==> src/rtl/dctmr_pkg.sv <==
package dctmr_pkg;
  typedef enum logic [1:0] {
    IDX_RELOAD = 2'd0,
    IDX_COUNT  = 2'd1,
    IDX_CTRL   = 2'd2,
    IDX_CAPT   = 2'd3
  } reg_idx_e;

  localparam int unsigned SEL_W      = 3;
  localparam int unsigned CTRL_KEEP  = 8;   // stored control bits [7:0]
  localparam int unsigned IE_BIT     = 5;
  localparam int unsigned FLAG_BIT   = 8;
  localparam int unsigned PRE_STEPS  = 5;   // number of legal divide ratios
endpackage

==> src/rtl/dctmr_prescale.sv <==
module dctmr_prescale #(
  parameter int unsigned STEPS = 5,
  parameter int unsigned SEL_W = 3
) (
  input  logic             clk,
  input  logic             rst,
  input  logic             run,
  input  logic [SEL_W-1:0] sel,
  output logic             tick
);
  localparam int unsigned PW = 2 * STEPS;

  logic [PW-1:0] pre_q;
  logic [PW-1:0] mask;
  logic          sel_ok;

  always_comb begin
    sel_ok = (32'(sel) < STEPS);
    mask   = ~({PW{1'b1}} << (2 * (32'(sel) + 1)));
    tick   = run && sel_ok && ((pre_q & mask) == mask);
  end

  always_ff @(posedge clk) begin
    if (rst || !run) pre_q <= '0;
    else             pre_q <= pre_q + 1'b1;
  end


  restart_wait_chk: assert property (@(posedge clk) disable iff (rst)
    !$past(run) |-> !tick);
endmodule

==> src/rtl/dctmr_counter.sv <==
module dctmr_counter #(
  parameter int unsigned W = 32
) (
  input  logic         clk,
  input  logic         rst,
  input  logic         tick,
  input  logic         cnt_we,
  input  logic         rld_we,
  input  logic [W-1:0] wdata,
  input  logic         flag_clr,
  output logic [W-1:0] cnt_q,
  output logic [W-1:0] rld_q,
  output logic         flag_q
);
  logic underflow;
  assign underflow = tick && (cnt_q == '0);

  always_ff @(posedge clk) begin
    if (rst) begin
      cnt_q <= '1;
      rld_q <= '1;
    end else begin
      if (rld_we) rld_q <= wdata;
      if (cnt_we)         cnt_q <= wdata;
      else if (underflow) cnt_q <= rld_q;
      else if (tick)      cnt_q <= cnt_q - 1'b1;
    end
  end

  always_ff @(posedge clk) begin
    if (rst)           flag_q <= 1'b0;
    else if (underflow) flag_q <= 1'b1;
    else if (flag_clr)  flag_q <= 1'b0;
  end


  hold_chk: assert property (@(posedge clk) disable iff (rst)
    (!tick && !cnt_we) |=> $stable(cnt_q));

  step_chk: assert property (@(posedge clk) disable iff (rst)
    (tick && !cnt_we && cnt_q != '0) |=> (cnt_q == $past(cnt_q) - 1'b1));

  reload_chk: assert property (@(posedge clk) disable iff (rst)
    (tick && !cnt_we && cnt_q == '0) |=> (cnt_q == $past(rld_q)) && flag_q);

  flag_cause_chk: assert property (@(posedge clk) disable iff (rst)
    $rose(flag_q) |-> $past(tick && cnt_q == '0));
endmodule

==> src/rtl/dctmr_channel.sv <==
module dctmr_channel
  import dctmr_pkg::*;
#(
  parameter int unsigned W           = 32,
  parameter bit          HAS_CAPTURE = 1'b1
) (
  input  logic         clk,
  input  logic         rst,
  input  logic         run,
  input  logic [1:0]   addr,
  input  logic         wr_en,
  input  logic [W-1:0] wdata,
  output logic [W-1:0] rdata,
  output logic         irq
);
  localparam int unsigned PAD_W = W - CTRL_KEEP - 1;

  logic [CTRL_KEEP-1:0] ctrl_q;
  logic [W-1:0]         cnt_q, rld_q, capt_q;
  logic                 flag_q, tick;
  logic                 wr_rld, wr_cnt, wr_ctrl, wr_capt;

  always_comb begin
    wr_rld  = wr_en && (addr == IDX_RELOAD);
    wr_cnt  = wr_en && (addr == IDX_COUNT);
    wr_ctrl = wr_en && (addr == IDX_CTRL);
    wr_capt = wr_en && (addr == IDX_CAPT);
  end

  always_ff @(posedge clk) begin
    if (rst)          ctrl_q <= '0;
    else if (wr_ctrl) ctrl_q <= wdata[CTRL_KEEP-1:0];
  end

  generate
    if (HAS_CAPTURE) begin : g_capt
      always_ff @(posedge clk) begin
        if (rst)          capt_q <= '0;
        else if (wr_capt) capt_q <= wdata;
      end
    end else begin : g_nocapt
      assign capt_q = '0;
    end
  endgenerate

  dctmr_prescale #(.STEPS(PRE_STEPS), .SEL_W(SEL_W)) u_pre (
    .clk  (clk),
    .rst  (rst),
    .run  (run),
    .sel  (ctrl_q[SEL_W-1:0]),
    .tick (tick)
  );

  dctmr_counter #(.W(W)) u_cnt (
    .clk      (clk),
    .rst      (rst),
    .tick     (tick),
    .cnt_we   (wr_cnt),
    .rld_we   (wr_rld),
    .wdata    (wdata),
    .flag_clr (wr_ctrl && !wdata[FLAG_BIT]),
    .cnt_q    (cnt_q),
    .rld_q    (rld_q),
    .flag_q   (flag_q)
  );

  always_ff @(posedge clk) begin
    if (rst) rdata <= '0;
    else begin
      case (addr)
        IDX_RELOAD: rdata <= rld_q;
        IDX_COUNT:  rdata <= cnt_q;
        IDX_CTRL:   rdata <= {{PAD_W{1'b0}}, flag_q, ctrl_q};
        default:    rdata <= capt_q;
      endcase
    end
  end

  assign irq = flag_q && ctrl_q[IE_BIT];


  flag_no_set_chk: assert property (@(posedge clk) disable iff (rst)
    (wr_ctrl && !flag_q && !tick) |=> !flag_q);
endmodule

==> config.mk <==
export PLATFORM = sky130hd
export DESIGN_NAME = dctmr_channel
export DESIGN_NICKNAME = d
export VERILOG_FILES = /design/src/rtl/dctmr_pkg.sv /design/src/rtl/dctmr_prescale.sv /design/src/rtl/dctmr_counter.sv /design/src/rtl/dctmr_channel.sv
export SDC_FILE = /design/constraint.sdc
export NUM_CORES = 1
export LEC_CHECK = 0
export ABC_AREA = 1
export BUFFER_PORTS_ARGS = -buffer_cell sky130_fd_sc_hd__buf_2
export CORE_MARGIN = 2
export CORE_UTILIZATION = 49
export CTS_BUF_LIST = sky130_fd_sc_hd__clkbuf_4
export CTS_CLUSTER_SIZE = 25
export DETAILED_ROUTE_END_ITERATION = 7
export PLACE_DENSITY = 0.73
export SLEW_MARGIN = 20
export SYNTH_ARGS = -nofsm -noshare
export SYNTH_HDL_FRONTEND = slang
export SYNTH_HIERARCHICAL = 1
export SYNTH_SLANG_ARGS = --single-unit
==> constraint.sdc <==
create_clock -name clk -period 2 [get_ports clk]
set_input_delay 0.1 -clock clk [delete_from_list [all_inputs] [get_ports clk]]
set_output_delay 0.1 -clock clk [all_outputs]
set_load 0.01 [all_outputs]
==> tab_implementation.tex, run 1 <==
\begin{tabular}{lr}
\hline
Metric & Value \\
\hline
\multicolumn{2}{l}{\textbf{Global routing}} \\
\quad Wire length of the first global-routing pass & 34.10 mm \\
\quad Aggregate global routing overflow & 0 \\
\quad Number of antenna violations at the first check in global routing & 1 \\
\quad Via count of the first global-routing pass & slightly below 7k \\
\quad Maximum number of pins on one net before global-route repair & 65 \\
\quad GRT Resource Usage Total & between 20\% and 30\% \\
\multicolumn{2}{l}{\textbf{Finish}} \\
\quad Fraction of final layout cells with drive strength greater than 1 & $\sim$20\% \\
\quad Area of the multi-input gates & between 4000 and 5000 um\^{}2 \\
\quad Synth-to-Final Area Change & 21.78\% \\
\quad Final instance area & $\sim$9400 um\^{}2 \\
\quad Final standard cell count with taps included and fillers excluded & around 1.5k \\
\quad Number of nets at the end of the flow & roughly 1.3k \\
\quad Area taken by flip-flops and latches & around 2900 um\^{}2 \\
\quad Fill count & $\sim$1.4k \\
\multicolumn{2}{l}{\textbf{Synth}} \\
\quad Post-Synthesis Mean Instance Area & 6.631 um\^{}2 \\
\quad Synthesized instance count & around 1.2k \\
\quad Number of synthesized register bits & between 100 and 150 \\
\quad Largest cells by area after synthesis & sky130\_fd\_sc\_hd\_\_dfxtp\_1 38\%, sky130\_fd\_sc\_hd\_\_nand2\_1 14\%, sky130\_fd\_sc\_hd\_\_nand3\_1 9.6\% \\
\quad Sequential share of the synthesized area & a little under two fifths \\
\quad Share of the synthesized area in the top cell type & a little under two fifths \\
\quad Number of warnings issued by yosys & 6 \\
\quad Mapped Nets & between 1k and 1.5k \\
\quad Distinct cell type count of the synthesized netlist & 32 \\
\quad Dominant cell type by area after synthesis & sky130\_fd\_sc\_hd\_\_dfxtp\_1 \\
\quad Post-synthesis cell area & roughly 7700 um\^{}2 \\
\multicolumn{2}{l}{\textbf{Clocking}} \\
\quad Clock tree root buffer cell & sky130\_fd\_sc\_hd\_\_clkbuf\_4 \\
\quad Clk\_lat worst skew & $\sim$0.6 ns \\
\quad Clock Pin Slew Worst Setup and Hold Paths & $\sim$0.15 ns \\
\quad H-Tree Level Count & 4 \\
\quad Maximum buffer depth of the clock tree & 2 \\
\quad Post-CTS Setup Inserts & 0 \\
\quad CTS tree & done \\
\quad TritonCTS Buffers & 17 \\
\quad Number of clock sinks seen by CTS & 147 \\
\multicolumn{2}{l}{\textbf{Routing}} \\
\quad Iter 0 DRT Violations & 600 \\
\quad Via total after detailed routing & between 7k and 8k \\
\quad Detailed Routing Iterations Pass 1 & 5 \\
\quad Vias per Instance & 5.201 \\
\quad Per-cell routed wire length & approximately 14 um \\
\quad Post-detailed-route count of antenna-violating nets & 0 \\
\quad DRT Wirelength & $\sim$21 mm \\
\quad DRC & 0 \\
\multicolumn{2}{l}{\textbf{Worst setup path}} \\
\quad Capturing element type of the critical path & register \\
\quad Required time worst endpoint & around 2.5 ns \\
\quad Top fanout value on the critical path & 6 \\
\quad Type of the worst setup path & reg2reg \\
\quad Kind of start point of the critical path & register \\
\quad Worst Path Arrival & about 2.6 ns \\
\multicolumn{2}{l}{\textbf{Power}} \\
\quad Sequential fraction of design power & 51.9\% \\
\quad Switching Fraction & between 20\% and 30\% \\
\quad Reported leakage power & $\sim$4.4 nW \\
\quad Cell-internal power & 4.418 mW \\
\quad Switching pwr & 1.751 mW \\
\quad Part of the total power dissipated in combinational logic & 13.1\% \\
\quad PD cells & 657.4 nW/um\^{}2 \\
\quad Clock network power share & 35.1\% \\
\quad Final total power & roughly 6.2 mW \\
\quad Worst supply voltage drop on vdd & about 0.55 mV \\
\multicolumn{2}{l}{\textbf{Placed design}} \\
\quad Cell count after placement & approximately 1.4k \\
\quad Placed Instance Area & about 8400 um\^{}2 \\
\quad Setup WS pre-CTS & -0.09777 ns \\
\quad Detail Placement HPWL & $\sim$15 mm \\
\quad RePlAce Congestion & 0.9528 \\
\quad Quantity of I/O buffers inserted on ports & 70 \\
\multicolumn{2}{l}{\textbf{Timing}} \\
\quad Worst slew margin relative to its limit & about 44\% \\
\quad Max Freq & around 0.5 GHz \\
\quad Pins Over Slew Limit & 0 \\
\quad Worst-case setup margin in the final layout & -0.05857 ns \\
\quad Total count of hold-check failures in the final report & 0 \\
\quad Worst Clk Skew & 0.03054 ns \\
\quad Final cycle utilization of the critical path & 102.9\% \\
\quad Unrepaired setup endpoints after global routing & true \\
\quad Worst hold margin & roughly 0.084 ns \\
\quad Actual slew at the worst max-slew pin & 0.8366 ns \\
\quad Endpoints failing setup & 27 \\
\quad Min cycle time layout & $\sim$2 ns \\
\multicolumn{2}{l}{\textbf{Status}} \\
\quad Failing checks & setup timing \\
\quad Result of the run & complete, but fails checks \\
\multicolumn{2}{l}{\textbf{Floorplanning}} \\
\quad Horizontal die dimension & approximately 130 um \\
\quad Die ar. & 16740 um\^{}2 \\
\quad IO Count & 71 \\
\quad Count of standard-cell rows & 45 \\
\quad Floorplan core area & roughly 15000 um\^{}2 \\
\quad Floorplan die height & 129.4 um \\
\quad Starting density of the core & 50.50\% \\
\multicolumn{2}{l}{\textbf{Worst hold path}} \\
\quad Hold Crit Class & in2reg \\
\multicolumn{2}{l}{\textbf{Job}} \\
\quad Number of max-capacitance violations reported & 0 \\
\hline
\end{tabular}
==> cell usage after synthesis <==
library cell	n
sky130_fd_sc_hd__clkinv_1	1
sky130_fd_sc_hd__nand2_1	289
sky130_fd_sc_hd__nand3_1	148
sky130_fd_sc_hd__buf_4	3
sky130_fd_sc_hd__nor2_4	7
sky130_fd_sc_hd__clkbuf_4	1
sky130_fd_sc_hd__nand2_2	9
sky130_fd_sc_hd__or2_1	2
sky130_fd_sc_hd__nand2_4	1
sky130_fd_sc_hd__nor2_1	134
sky130_fd_sc_hd__nand3b_1	8
sky130_fd_sc_hd__o21ai_0	39
sky130_fd_sc_hd__xor2_1	6
sky130_fd_sc_hd__nor3_1	3
sky130_fd_sc_hd__o21a_1	1
sky130_fd_sc_hd__o21ai_1	9
sky130_fd_sc_hd__inv_1	133
sky130_fd_sc_hd__clkinv_2	2
sky130_fd_sc_hd__ha_1	6
sky130_fd_sc_hd__clkbuf_1	31
sky130_fd_sc_hd__buf_2	21
sky130_fd_sc_hd__nor2_2	18
sky130_fd_sc_hd__nand3_4	1
sky130_fd_sc_hd__a21oi_1	45
sky130_fd_sc_hd__nand4_1	31
sky130_fd_sc_hd__nand3_2	12
sky130_fd_sc_hd__inv_2	11
sky130_fd_sc_hd__buf_1	6
sky130_fd_sc_hd__a221oi_1	32
sky130_fd_sc_hd__xnor2_1	4
sky130_fd_sc_hd__dfxtp_1	147
sky130_fd_sc_hd__buf_6	1
==> final timing paths <==
path                               start                          end  slack [ns]  cells after the start
setup / recovery  ctrl_q[1]$_SDFFE_PP0P_  u_cnt/cnt_q[5]$_SDFFE_PP1P_       -0.06                     16
hold / removal                   addr[0]       ctrl_q[5]$_SDFFE_PP0P_        0.08                      5
setup reg to reg  ctrl_q[1]$_SDFFE_PP0P_  u_cnt/cnt_q[5]$_SDFFE_PP1P_       -0.06                     16
hold reg to reg   ctrl_q[3]$_SDFFE_PP0P_       ctrl_q[3]$_SDFFE_PP0P_        0.48                      2
==> metrics by stage <==
| stage | TNS (ns) | util (%) |
|---|---|---|
| 2_1_floorplan | 0 | - |
| 3_3_place_gp | -0.2598 | 55.18 |
| 3_5_place_dp | -1.729 | 55.18 |
| 4_1_cts | -0.05828 | 59.97 |
| 5_1_grt | -5.220 | 61.49 |
| 6_report | -0.6751 | 61.49 |
==> power groups by stage <==
| stage | clock, mW | sequential (mW) | combinational [mW] |
|---|---|---|---|
| global route | 2.32 | 3.22 | 0.909 |
| global placement | 0 | 3.26 | 0.714 |
| floorplan | 0 | 3.27 | 0.453 |
| detailed placement | 0 | 3.26 | 0.723 |
| finish | 2.16 | 3.20 | 0.805 |
| CTS | 2.21 | 3.20 | 0.781 |
==> worst max-delay path, cell delays in order, from the launching register on <==
cell and delay (ns):
sky130_fd_sc_hd__dfxtp_2 0.35, sky130_fd_sc_hd__ha_2 0.16, sky130_fd_sc_hd__inv_2 0.04, sky130_fd_sc_hd__ha_4 0.25, sky130_fd_sc_hd__nand2_2 0.05, sky130_fd_sc_hd__nand2_2 0.06
sky130_fd_sc_hd__nand3_2 0.08, sky130_fd_sc_hd__nor2_4 0.14, sky130_fd_sc_hd__inv_2 0.05, sky130_fd_sc_hd__nor2_2 0.11, sky130_fd_sc_hd__nand2_1 0.07, sky130_fd_sc_hd__nor2_2 0.15
sky130_fd_sc_hd__nand3_4 0.13, sky130_fd_sc_hd__clkbuf_16 0.20, sky130_fd_sc_hd__nand3_2 0.08, sky130_fd_sc_hd__nand3_2 0.06, sky130_fd_sc_hd__nand2_1 0.05
==> flip-flops by register name, summed over array words and instances (netlist names) <==
signal,flops
u_cnt/cnt_q,32
rdata,32
u_cnt/flag_q,1
capt_q,32
ctrl_q,8
u_cnt/rld_q,32
u_pre/pre_q,10
==> per-layer routing <==
| metal | GRT usage [%] | vias up | routed length (um) |
|---|---|---|---|
| met2 | 40.19 | 202 | 9601 |
| li1 | - | 3975 | - |
| met4 | 7.481 | 0 | 276 |
| met1 | 34.74 | 3583 | 9994 |
| met5 | 0 | - | 0 |
| met3 | 5.037 | 26 | 1028 |
==> cell type report <==
| cell class | instances | area share (%) |
|---|---|---|
| Antenna cell | 1 | 0.02667 |
| Clock buffer | 17 | 1.360 |
| Clock inverter | 15 | 2.200 |
| Inverter | 147 | 5.907 |
| Multi-Input combinational cell | 805 | 44.02 |
| Sequential cell | 147 | 31.39 |
| Tap cell | 211 | 2.814 |
| Timing Repair Buffer | 154 | 12.28 |
==> what timing repair did <==
action | in CTS | in global routing
gates cloned | 0 | 4
hold buffers | 36 | 0
endpoints found under the setup margin | 31 | 33
pin swaps | 15 | 14
hold endpoints to repair | 117 | 0
gates resized for setup | 12 | 45
==> cell usage in the layout, fill, tap and decap left out, types with 8 or more instances in the layout <==
cell                            instances
sky130_fd_sc_hd__buf_2                 73
sky130_fd_sc_hd__a221oi_1              31
sky130_fd_sc_hd__dlygate4sd3_1         36
sky130_fd_sc_hd__nand3b_1               8
sky130_fd_sc_hd__nor2_1               129
sky130_fd_sc_hd__nand2_1              286
sky130_fd_sc_hd__nand3_1              127
sky130_fd_sc_hd__o21ai_0               36
sky130_fd_sc_hd__clkbuf_4              17
sky130_fd_sc_hd__inv_2                 14
sky130_fd_sc_hd__a21oi_1               44
sky130_fd_sc_hd__nor2_2                21
sky130_fd_sc_hd__nor2_4                 9
sky130_fd_sc_hd__inv_1                130
sky130_fd_sc_hd__nand2_2               12
sky130_fd_sc_hd__nand4_1               31
sky130_fd_sc_hd__dfxtp_1              145
sky130_fd_sc_hd__nand3_2               31
sky130_fd_sc_hd__buf_4                 34
==> cells by family after synthesis <==
| group | synth area share, % |
|---|---|
| AND/OR/NAND/NOR | 39.02 |
| buffers and inverters | 10.90 |
| flip-flops | 38.19 |
| AO/OA/AOI/OAI | 9.776 |
| XOR/XNOR | 1.137 |
| adder cells (fa/ha/maj) | 0.9743 |
Note: power is estimated with default switching activity, not from simulation.
==> run 2: changes to the inputs <==
Settings changed: PLACE_DENSITY 0.73 to 0.71.
Clock period 2 ns to 2.05 ns, I/O delays scaled along.
==> run 2 against run 1 <==
Net effect: the run still ends with setup timing left; total power rose by 0.30%; fmax fell by 1.3%; worst hold slack improved by 0.21 ns; sequential cell count did not move; highest routed layer unchanged; cell area fell by 0.36%; register-to-register slack improved by 0.02 ns; clock skew fell by 0.0054 ns; via count rose by 0.68%; sequential share of layout area rose by 0.11 points; critical path depth did not move; clock power rose by 6%; largest cell class unchanged; global-route usage rose by 0.14 points.
==> tab_implementation.tex, run 2 (synthesis gave the netlist of run 1 again) <==
\begin{tabular}{lr}
\hline
Metric & Value \\
\hline
\multicolumn{2}{l}{\textbf{Status}} \\
\quad Result of the run & complete, but fails checks \\
\quad Failing checks & setup timing \\
\multicolumn{2}{l}{\textbf{Clocking}} \\
\quad Number of clock sinks seen by CTS & 147 \\
\quad CTS tree & done \\
\quad TritonCTS Buffers & 17 \\
\quad Clock tree root buffer cell & sky130\_fd\_sc\_hd\_\_clkbuf\_4 \\
\quad Clk\_lat worst skew & 0.57 ns \\
\quad Clock Pin Slew Worst Setup and Hold Paths & 0.14 ns \\
\quad Maximum buffer depth of the clock tree & 2 \\
\quad H-Tree Level Count & 4 \\
\multicolumn{2}{l}{\textbf{Global routing}} \\
\quad Maximum number of pins on one net before global-route repair & 65 \\
\quad Via count of the first global-routing pass & $\sim$7.0k \\
\quad Number of antenna violations at the first check in global routing & 1 \\
\quad Wire length of the first global-routing pass & 34.27 mm \\
\quad Aggregate global routing overflow & 0 \\
\quad GRT Resource Usage Total & 25.37\% \\
\multicolumn{2}{l}{\textbf{Timing}} \\
\quad Total count of hold-check failures in the final report & 0 \\
\quad Final cycle utilization of the critical path & 101.7\% \\
\quad Worst hold margin & between 0.2 and 0.3 ns \\
\quad Pins Over Slew Limit & 0 \\
\quad Min cycle time layout & between 2 and 2.5 ns \\
\quad Actual slew at the worst max-slew pin & 0.6890 ns \\
\quad Unrepaired setup endpoints after global routing & true \\
\quad Worst-case setup margin in the final layout & -0.03545 ns \\
\quad Worst slew margin relative to its limit & between 50\% and 60\% \\
\quad Max Freq & 0.4795 GHz \\
\quad Endpoints failing setup & 21 \\
\quad Worst Clk Skew & 0.02513 ns \\
\multicolumn{2}{l}{\textbf{Worst setup path}} \\
\quad Kind of start point of the critical path & register \\
\quad CP bufs+invs & 4 \\
\quad Standard cell with the maximum stage delay on the critical path & sky130\_fd\_sc\_hd\_\_dfxtp\_2 \\
\quad Worst Path Arrival & $\sim$2.6 ns \\
\quad Type of the worst setup path & reg2reg \\
\quad Most repeated library cell on the critical path & sky130\_fd\_sc\_hd\_\_nand3\_1 \\
\quad Capturing element type of the critical path & register \\
\quad Stage delay of the slowest cell on the critical path & 0.39 ns \\
\quad Critical Path, Cell by Cell & buf\_6 -> inv\_2 -> ha\_1 -> nand2\_2 -> nand2\_1 -> nand3\_1 -> nor2\_2 -> inv\_2 -> nor2\_4 -> nand2\_2 -> nor2\_4 -> nand3\_4 -> buf\_12 -> nand3\_1 -> nand3\_1 -> nand2\_1 \\
\quad Family with the most delay on the worst path & simple AND/OR/NAND/NOR gates \\
\quad Required time worst endpoint & 2.57 ns \\
\quad Top fanout value on the critical path & 6 \\
\multicolumn{2}{l}{\textbf{Worst hold path}} \\
\quad Hold Crit Class & in2reg \\
\multicolumn{2}{l}{\textbf{Finish}} \\
\quad Commonest non-fill, non-tap cell in the layout & sky130\_fd\_sc\_hd\_\_nand2\_1 \\
\quad Synth-to-Final Area Change & 21.34\% \\
\quad Highest-count cells in the layout ignoring fill and taps & 286 x sky130\_fd\_sc\_hd\_\_nand2\_1, 145 x sky130\_fd\_sc\_hd\_\_dfxtp\_1, 139 x sky130\_fd\_sc\_hd\_\_nand3\_1 \\
\quad Fill count & approximately 1.4k \\
\quad Final instance area & roughly 9300 um\^{}2 \\
\quad Final standard cell count with taps included and fillers excluded & 1492 \\
\quad Fraction of final layout cells with drive strength greater than 1 & between 10\% and 20\% \\
\quad Number of nets at the end of the flow & 1311 \\
\multicolumn{2}{l}{\textbf{Routing}} \\
\quad Per-cell routed wire length & about 14 um \\
\quad DRC & 0 \\
\quad Via total after detailed routing & 7839 \\
\quad Detailed Routing Iterations Pass 1 & 5 \\
\quad DRT Wirelength & 20.75 mm \\
\quad Iter 0 DRT Violations & 651 \\
\quad Vias per Instance & around 5.3 \\
\quad Post-detailed-route count of antenna-violating nets & 0 \\
\multicolumn{2}{l}{\textbf{Floorplanning}} \\
\quad Floorplan core area & 15260 um\^{}2 \\
\quad Horizontal die dimension & 129.4 um \\
\quad Floorplan die height & roughly 130 um \\
\quad Starting density of the core & between 50\% and 60\% \\
\quad Die ar. & about 17000 um\^{}2 \\
\quad IO Count & approximately 70 \\
\quad Count of standard-cell rows & 45 \\
\multicolumn{2}{l}{\textbf{Power}} \\
\quad PD cells & between 600 and 700 nW/um\^{}2 \\
\quad Worst supply voltage drop on vdd & 0.7371 mV \\
\quad Reported leakage power & $\sim$4.4 nW \\
\multicolumn{2}{l}{\textbf{Placed design}} \\
\quad Cell count after placement & about 1.4k \\
\quad RePlAce Congestion & about 0.93 \\
\quad Placed Instance Area & approximately 8400 um\^{}2 \\
\quad Quantity of I/O buffers inserted on ports & 70 \\
\quad Detail Placement HPWL & 14.21 mm \\
\multicolumn{2}{l}{\textbf{Job}} \\
\quad Number of max-capacitance violations reported & 0 \\
\hline
\end{tabular}
run 2: changes by cell type in the layout (fill, tap and decap cells not counted), sizes merged, moves of 2 or more:
cell	change
buf	-7
dlygate4sd3	+2
bufinv	+2
clkinv	-3
run 2: final timing paths:
| check | startpoint | depth (start not counted) | end | slack [ns] |
|---|---|---|---|---|
| setup / recovery | ctrl_q[0]$_SDFFE_PP0P_ | 16 | u_cnt/cnt_q[25]$_SDFFE_PP1P_ | -0.04 |
| hold / removal | wdata[23] | 4 | u_cnt/rld_q[23]$_SDFFE_PP1P_ | 0.30 |
| setup reg to reg | ctrl_q[0]$_SDFFE_PP0P_ | 16 | u_cnt/cnt_q[25]$_SDFFE_PP1P_ | -0.04 |
| hold reg to reg | ctrl_q[3]$_SDFFE_PP0P_ | 2 | ctrl_q[3]$_SDFFE_PP0P_ | 0.47 |
run 2: worst reg2reg max path, stage by stage (launching register included):
cell	delay (ns)
sky130_fd_sc_hd__dfxtp_2	0.39
sky130_fd_sc_hd__buf_6	0.11
sky130_fd_sc_hd__inv_2	0.03
sky130_fd_sc_hd__ha_1	0.29
sky130_fd_sc_hd__nand2_2	0.05
sky130_fd_sc_hd__nand2_1	0.05
sky130_fd_sc_hd__nand3_1	0.07
sky130_fd_sc_hd__nor2_2	0.17
sky130_fd_sc_hd__inv_2	0.08
sky130_fd_sc_hd__nor2_4	0.10
sky130_fd_sc_hd__nand2_2	0.08
sky130_fd_sc_hd__nor2_4	0.13
sky130_fd_sc_hd__nand3_4	0.12
sky130_fd_sc_hd__buf_12	0.17
sky130_fd_sc_hd__nand3_1	0.08
sky130_fd_sc_hd__nand3_1	0.07
sky130_fd_sc_hd__nand2_1	0.07
run 2: routing by layer:
layer	share of wire (%)	vias up	track usage [%]
met2	46	279	39.97
met4	2.1	0	8.632
met3	6.4	36	5.037
met5	0	-	0
li1	-	3955	-
met1	46	3569	34.88
run 2: cell type report:
type                       instances  area, um^2  area share (%)
multi-input combinational        805        4085           43.70
clock buffer                      17       127.6           1.365
antenna                            2       5.005         0.05353
timing repair buffer             149        1134           12.13
tap                              211       264.0           2.824
sequential                       147        2945           31.50
clock inverter                    14       234.0           2.503
inverter                         147       554.3           5.929
run 2: through the flow:
stage	worst slack, ns	TNS (ns)	power [mW]	util (%)
after global placement	0.01759	0	3.873	55.05
after detailed placement	-0.04744	-0.2601	3.884	55.05
after global routing	-0.1649	-4.137	6.462	61.27
after CTS	0.0002078	0	6.207	59.97
final	-0.03545	-0.3576	6.187	61.27
after floorplan	0.07688	0	3.628	-
run 2: power breakdown:
group	internal (mW)	leakage, nW	total, mW	switching, mW
Combinational	0.316	3.00	0.779	0.463
Sequential	3.01	1.21	3.12	0.110
Clock	1.20	0.184	2.29	1.08
Total	4.53	4.40	6.19	1.65
run 2: what timing repair did:
| item | in CTS | in global routing |
|---|---|---|
| gates cloned | 0 | 1 |
| pin swaps | 5 | 33 |
| hold buffers | 38 | 0 |
| setup endpoints to repair | 29 | 33 |
| hold endpoints to repair | 123 | 0 |
| gates resized for setup | 7 | 36 |
| buffers inserted | 0 | 2 |
==> run 3: changes to the inputs <==
Settings changed: PLACE_DENSITY 0.71 to 0.73.
Clock period 2.05 ns to 1.7 ns, I/O delays scaled along.
==> run 3 against run 2 <==
Net effect: the flow still finishes with violations (setup timing); critical path depth decreased by 2; routed wire length increased by 4.3%; sequential power increased by 20%; combinational power increased by 31%; sequential cell count unchanged.
==> tab_implementation.tex, run 3 (synthesis gave the netlist of run 1 again) <==
\begin{tabular}{lr}
\hline
Metric & Value \\
\hline
\multicolumn{2}{l}{\textbf{Routing}} \\
\quad Iter 0 DRT Violations & just over 600 \\
\quad DRC & 0 \\
\quad DRT Wirelength & between 20 and 25 mm \\
\quad Vias per Instance & 5.244 \\
\quad Detailed Routing Iterations Pass 1 & 5 \\
\quad Via total after detailed routing & about 8.0k \\
\quad Post-detailed-route count of antenna-violating nets & 0 \\
\quad Per-cell routed wire length & $\sim$14 um \\
\multicolumn{2}{l}{\textbf{Global routing}} \\
\quad Most heavily used metal layer in global routing & met2 \\
\quad Via count of the first global-routing pass & around 7.3k \\
\quad Global Route met1 Usage & 36.00\% \\
\quad Aggregate global routing overflow & 0 \\
\quad Number of antenna violations at the first check in global routing & 1 \\
\quad Routing usage on met2 & between 40 and 50\% \\
\quad Met3 Use GR & between 4 and 5\% \\
\quad Wire length of the first global-routing pass & about 36 mm \\
\quad Maximum number of pins on one net before global-route repair & between 60 and 70 \\
\quad GRT Resource Usage Total & 26.39\% \\
\multicolumn{2}{l}{\textbf{Worst setup path}} \\
\quad Critical register-to-register path startpoint & ctrl\_q[0]\$\_SDFFE\_PP0P\_ \\
\quad Family with the most delay on the worst path & simple AND/OR/NAND/NOR gates \\
\quad Required time worst endpoint & $\sim$2.2 ns \\
\quad Startpoint of the worst setup timing path & ctrl\_q[0]\$\_SDFFE\_PP0P\_ \\
\quad Worst Path Arrival & around 2.6 ns \\
\quad Top fanout value on the critical path & 7 \\
\quad Critical Path, Cell by Cell & buf\_6 -> inv\_1 -> ha\_1 -> nand2\_1 -> nand2\_1 -> nand3\_2 -> nor2\_4 -> buf\_6 -> nand4\_1 -> inv\_2 -> buf\_12 -> nand3\_4 -> o21ai\_2 -> nand2\_1 \\
\quad Most repeated library cell on the critical path & sky130\_fd\_sc\_hd\_\_nand2\_1 \\
\quad Stage delay of the slowest cell on the critical path & about 0.38 ns \\
\quad Type of the worst setup path & reg2reg \\
\quad CP bufs+invs & 5 \\
\quad Kind of start point of the critical path & register \\
\quad Standard cell with the maximum stage delay on the critical path & sky130\_fd\_sc\_hd\_\_dfxtp\_2 \\
\quad Capturing element type of the critical path & register \\
\multicolumn{2}{l}{\textbf{Floorplanning}} \\
\quad Horizontal die dimension & 129.4 um \\
\quad IO Count & just over 70 \\
\quad Floorplan core area & around 15000 um\^{}2 \\
\quad Starting density of the core & 50.50\% \\
\quad Count of standard-cell rows & 45 \\
\quad Floorplan die height & 129.4 um \\
\quad Die ar. & between 15000 and 20000 um\^{}2 \\
\multicolumn{2}{l}{\textbf{Clocking}} \\
\quad Number of clock sinks seen by CTS & 147 \\
\quad Clock Pin Slew Worst Setup and Hold Paths & about 0.13 ns \\
\quad TritonCTS Buffers & 17 \\
\quad H-Tree Level Count & 4 \\
\quad Clock tree root buffer cell & sky130\_fd\_sc\_hd\_\_clkbuf\_4 \\
\quad Maximum buffer depth of the clock tree & 2 \\
\quad Clk\_lat worst skew & about 0.57 ns \\
\quad CTS tree & done \\
\multicolumn{2}{l}{\textbf{Finish}} \\
\quad Synth-to-Final Area Change & 25.66\% \\
\quad Highest-count cells in the layout ignoring fill and taps & 286 x sky130\_fd\_sc\_hd\_\_nand2\_1, 145 x sky130\_fd\_sc\_hd\_\_dfxtp\_1, 130 x sky130\_fd\_sc\_hd\_\_inv\_1, 130 x sky130\_fd\_sc\_hd\_\_nand3\_1, 129 x sky130\_fd\_sc\_hd\_\_nor2\_1 \\
\quad Final standard cell count with taps included and fillers excluded & around 1.5k \\
\quad Layout Utilization & 63.45\% \\
\quad Number of nets at the end of the flow & 1342 \\
\quad Commonest non-fill, non-tap cell in the layout & sky130\_fd\_sc\_hd\_\_nand2\_1 \\
\quad Fill count & about 1.4k \\
\quad Fraction of final layout cells with drive strength greater than 1 & a little over a fifth \\
\multicolumn{2}{l}{\textbf{Power}} \\
\quad Worst supply voltage drop on vdd & just over 0.7 mV \\
\quad Reported leakage power & 4.550 nW \\
\quad PD cells & approximately 750 nW/um\^{}2 \\
\quad Final total power & between 7 and 8 mW \\
\multicolumn{2}{l}{\textbf{Status}} \\
\quad Failing checks & setup timing \\
\quad Result of the run & complete, but fails checks \\
\multicolumn{2}{l}{\textbf{Placed design}} \\
\quad Cell count after placement & between 1k and 1.5k \\
\quad RePlAce Congestion & $\sim$0.97 \\
\quad Setup WS pre-CTS & -0.3852 ns \\
\quad Detail Placement HPWL & 15.00 mm \\
\quad Quantity of I/O buffers inserted on ports & 70 \\
\multicolumn{2}{l}{\textbf{Timing}} \\
\quad Actual slew at the worst max-slew pin & approximately 0.54 ns \\
\quad Unrepaired setup endpoints after global routing & true \\
\quad Endpoints failing setup & 33 \\
\quad Min cycle time layout & between 2 and 2.5 ns \\
\quad Worst-case setup margin in the final layout & -0.4193 ns \\
\quad Worst slew margin relative to its limit & a little under two thirds \\
\quad Worst Clk Skew & 0.02055 ns \\
\quad Pins Over Slew Limit & 0 \\
\quad Final cycle utilization of the critical path & 124.7\% \\
\quad Total count of hold-check failures in the final report & 0 \\
\quad Max Freq & $\sim$0.47 GHz \\
\multicolumn{2}{l}{\textbf{Worst hold path}} \\
\quad Critical hold path startpoint & addr[1] \\
\quad Hold Crit Class & in2reg \\
\multicolumn{2}{l}{\textbf{Job}} \\
\quad Number of max-capacitance violations reported & 0 \\
\hline
\end{tabular}
-- run 3: changes by cell type in the layout (fill, tap and decap cells not counted), sizes merged --
cell,delta
buf,+34
dlygate4sd3,-3
bufinv,-2
clkbuf,+2
clkinvlp,+2
inv,-2
clkinv,+1
diode,-1
-- run 3: layer usage --
layer | up-vias | share of wire, %
li1 | 4031 | -
met1 | 3694 | 46
met2 | 232 | 47
met3 | 29 | 4.9
met4 | 0 | 1.5
met5 | - | 0
-- run 3: layout make-up --
cell class                      instances  area, um^2  area share (%)
Inverter                              147       554.3           5.725
Tap cell                              211       264.0           2.727
Antenna cell                            1       2.502         0.02585
Multi-Input combinational cell        805        4189           43.27
Timing Repair Buffer                  180        1399           14.45
Sequential cell                       147        2945           30.42
Clock inverter                         13       185.2           1.913
Clock buffer                           19       142.6           1.473
-- run 3: metrics by stage --
| stage | area [um^2] | hold slack, ns | setup TNS [ns] |
|---|---|---|---|
| floorplan | 7734 | 0.2075 | -2.866 |
| global placement | 8690 | 0.3342 | -7.873 |
| detailed placement | 8690 | 0.3416 | -10.72 |
| CTS | 9448 | 0.001702 | -9.745 |
| global route | 9682 | 0.01437 | -14.70 |
| finish | 9682 | 0.04011 | -11.16 |
-- run 3: timing repair --
item                                    in CTS  in global routing
hold buffers                                35                  0
hold endpoints to repair                   114                  0
pin swaps                                    3                 16
gates resized for setup                     12                 51
cloned                                       1                  1
endpoints found under the setup margin      33                 33
buffers inserted                             1                  3
-- run 3: worst paths after layout --
path / endpoint / slack, ns / cells past startpoint
hold reg to reg: ctrl_q[3]$_SDFFE_PP0P_ / 0.47 / 2
setup reg to reg: u_cnt/cnt_q[16]$_SDFFE_PP1P_ / -0.42 / 14
setup / recovery: u_cnt/cnt_q[16]$_SDFFE_PP1P_ / -0.42 / 14
hold / removal: ctrl_q[4]$_SDFFE_PP0P_ / 0.04 / 4
-- run 3: where the power goes --
part	internal, mW	switching (mW)	leakage, nW
Clock	1.20	1.31	0.162
Sequential	3.63	0.117	1.21
Combinational	0.418	0.597	3.18
Total	5.25	2.02	4.55
-- run 3: worst reg2reg max path: stages, from the launching register on --
cell and delay, ns:
sky130_fd_sc_hd__dfxtp_2 0.38, sky130_fd_sc_hd__buf_6 0.11, sky130_fd_sc_hd__inv_1 0.04, sky130_fd_sc_hd__ha_1 0.26, sky130_fd_sc_hd__nand2_1 0.05, sky130_fd_sc_hd__nand2_1 0.07, sky130_fd_sc_hd__nand3_2 0.10, sky130_fd_sc_hd__nor2_4 0.15
sky130_fd_sc_hd__buf_6 0.11, sky130_fd_sc_hd__nand4_1 0.14, sky130_fd_sc_hd__inv_2 0.15, sky130_fd_sc_hd__buf_12 0.13, sky130_fd_sc_hd__nand3_4 0.13, sky130_fd_sc_hd__o21ai_2 0.16, sky130_fd_sc_hd__nand2_1 0.06
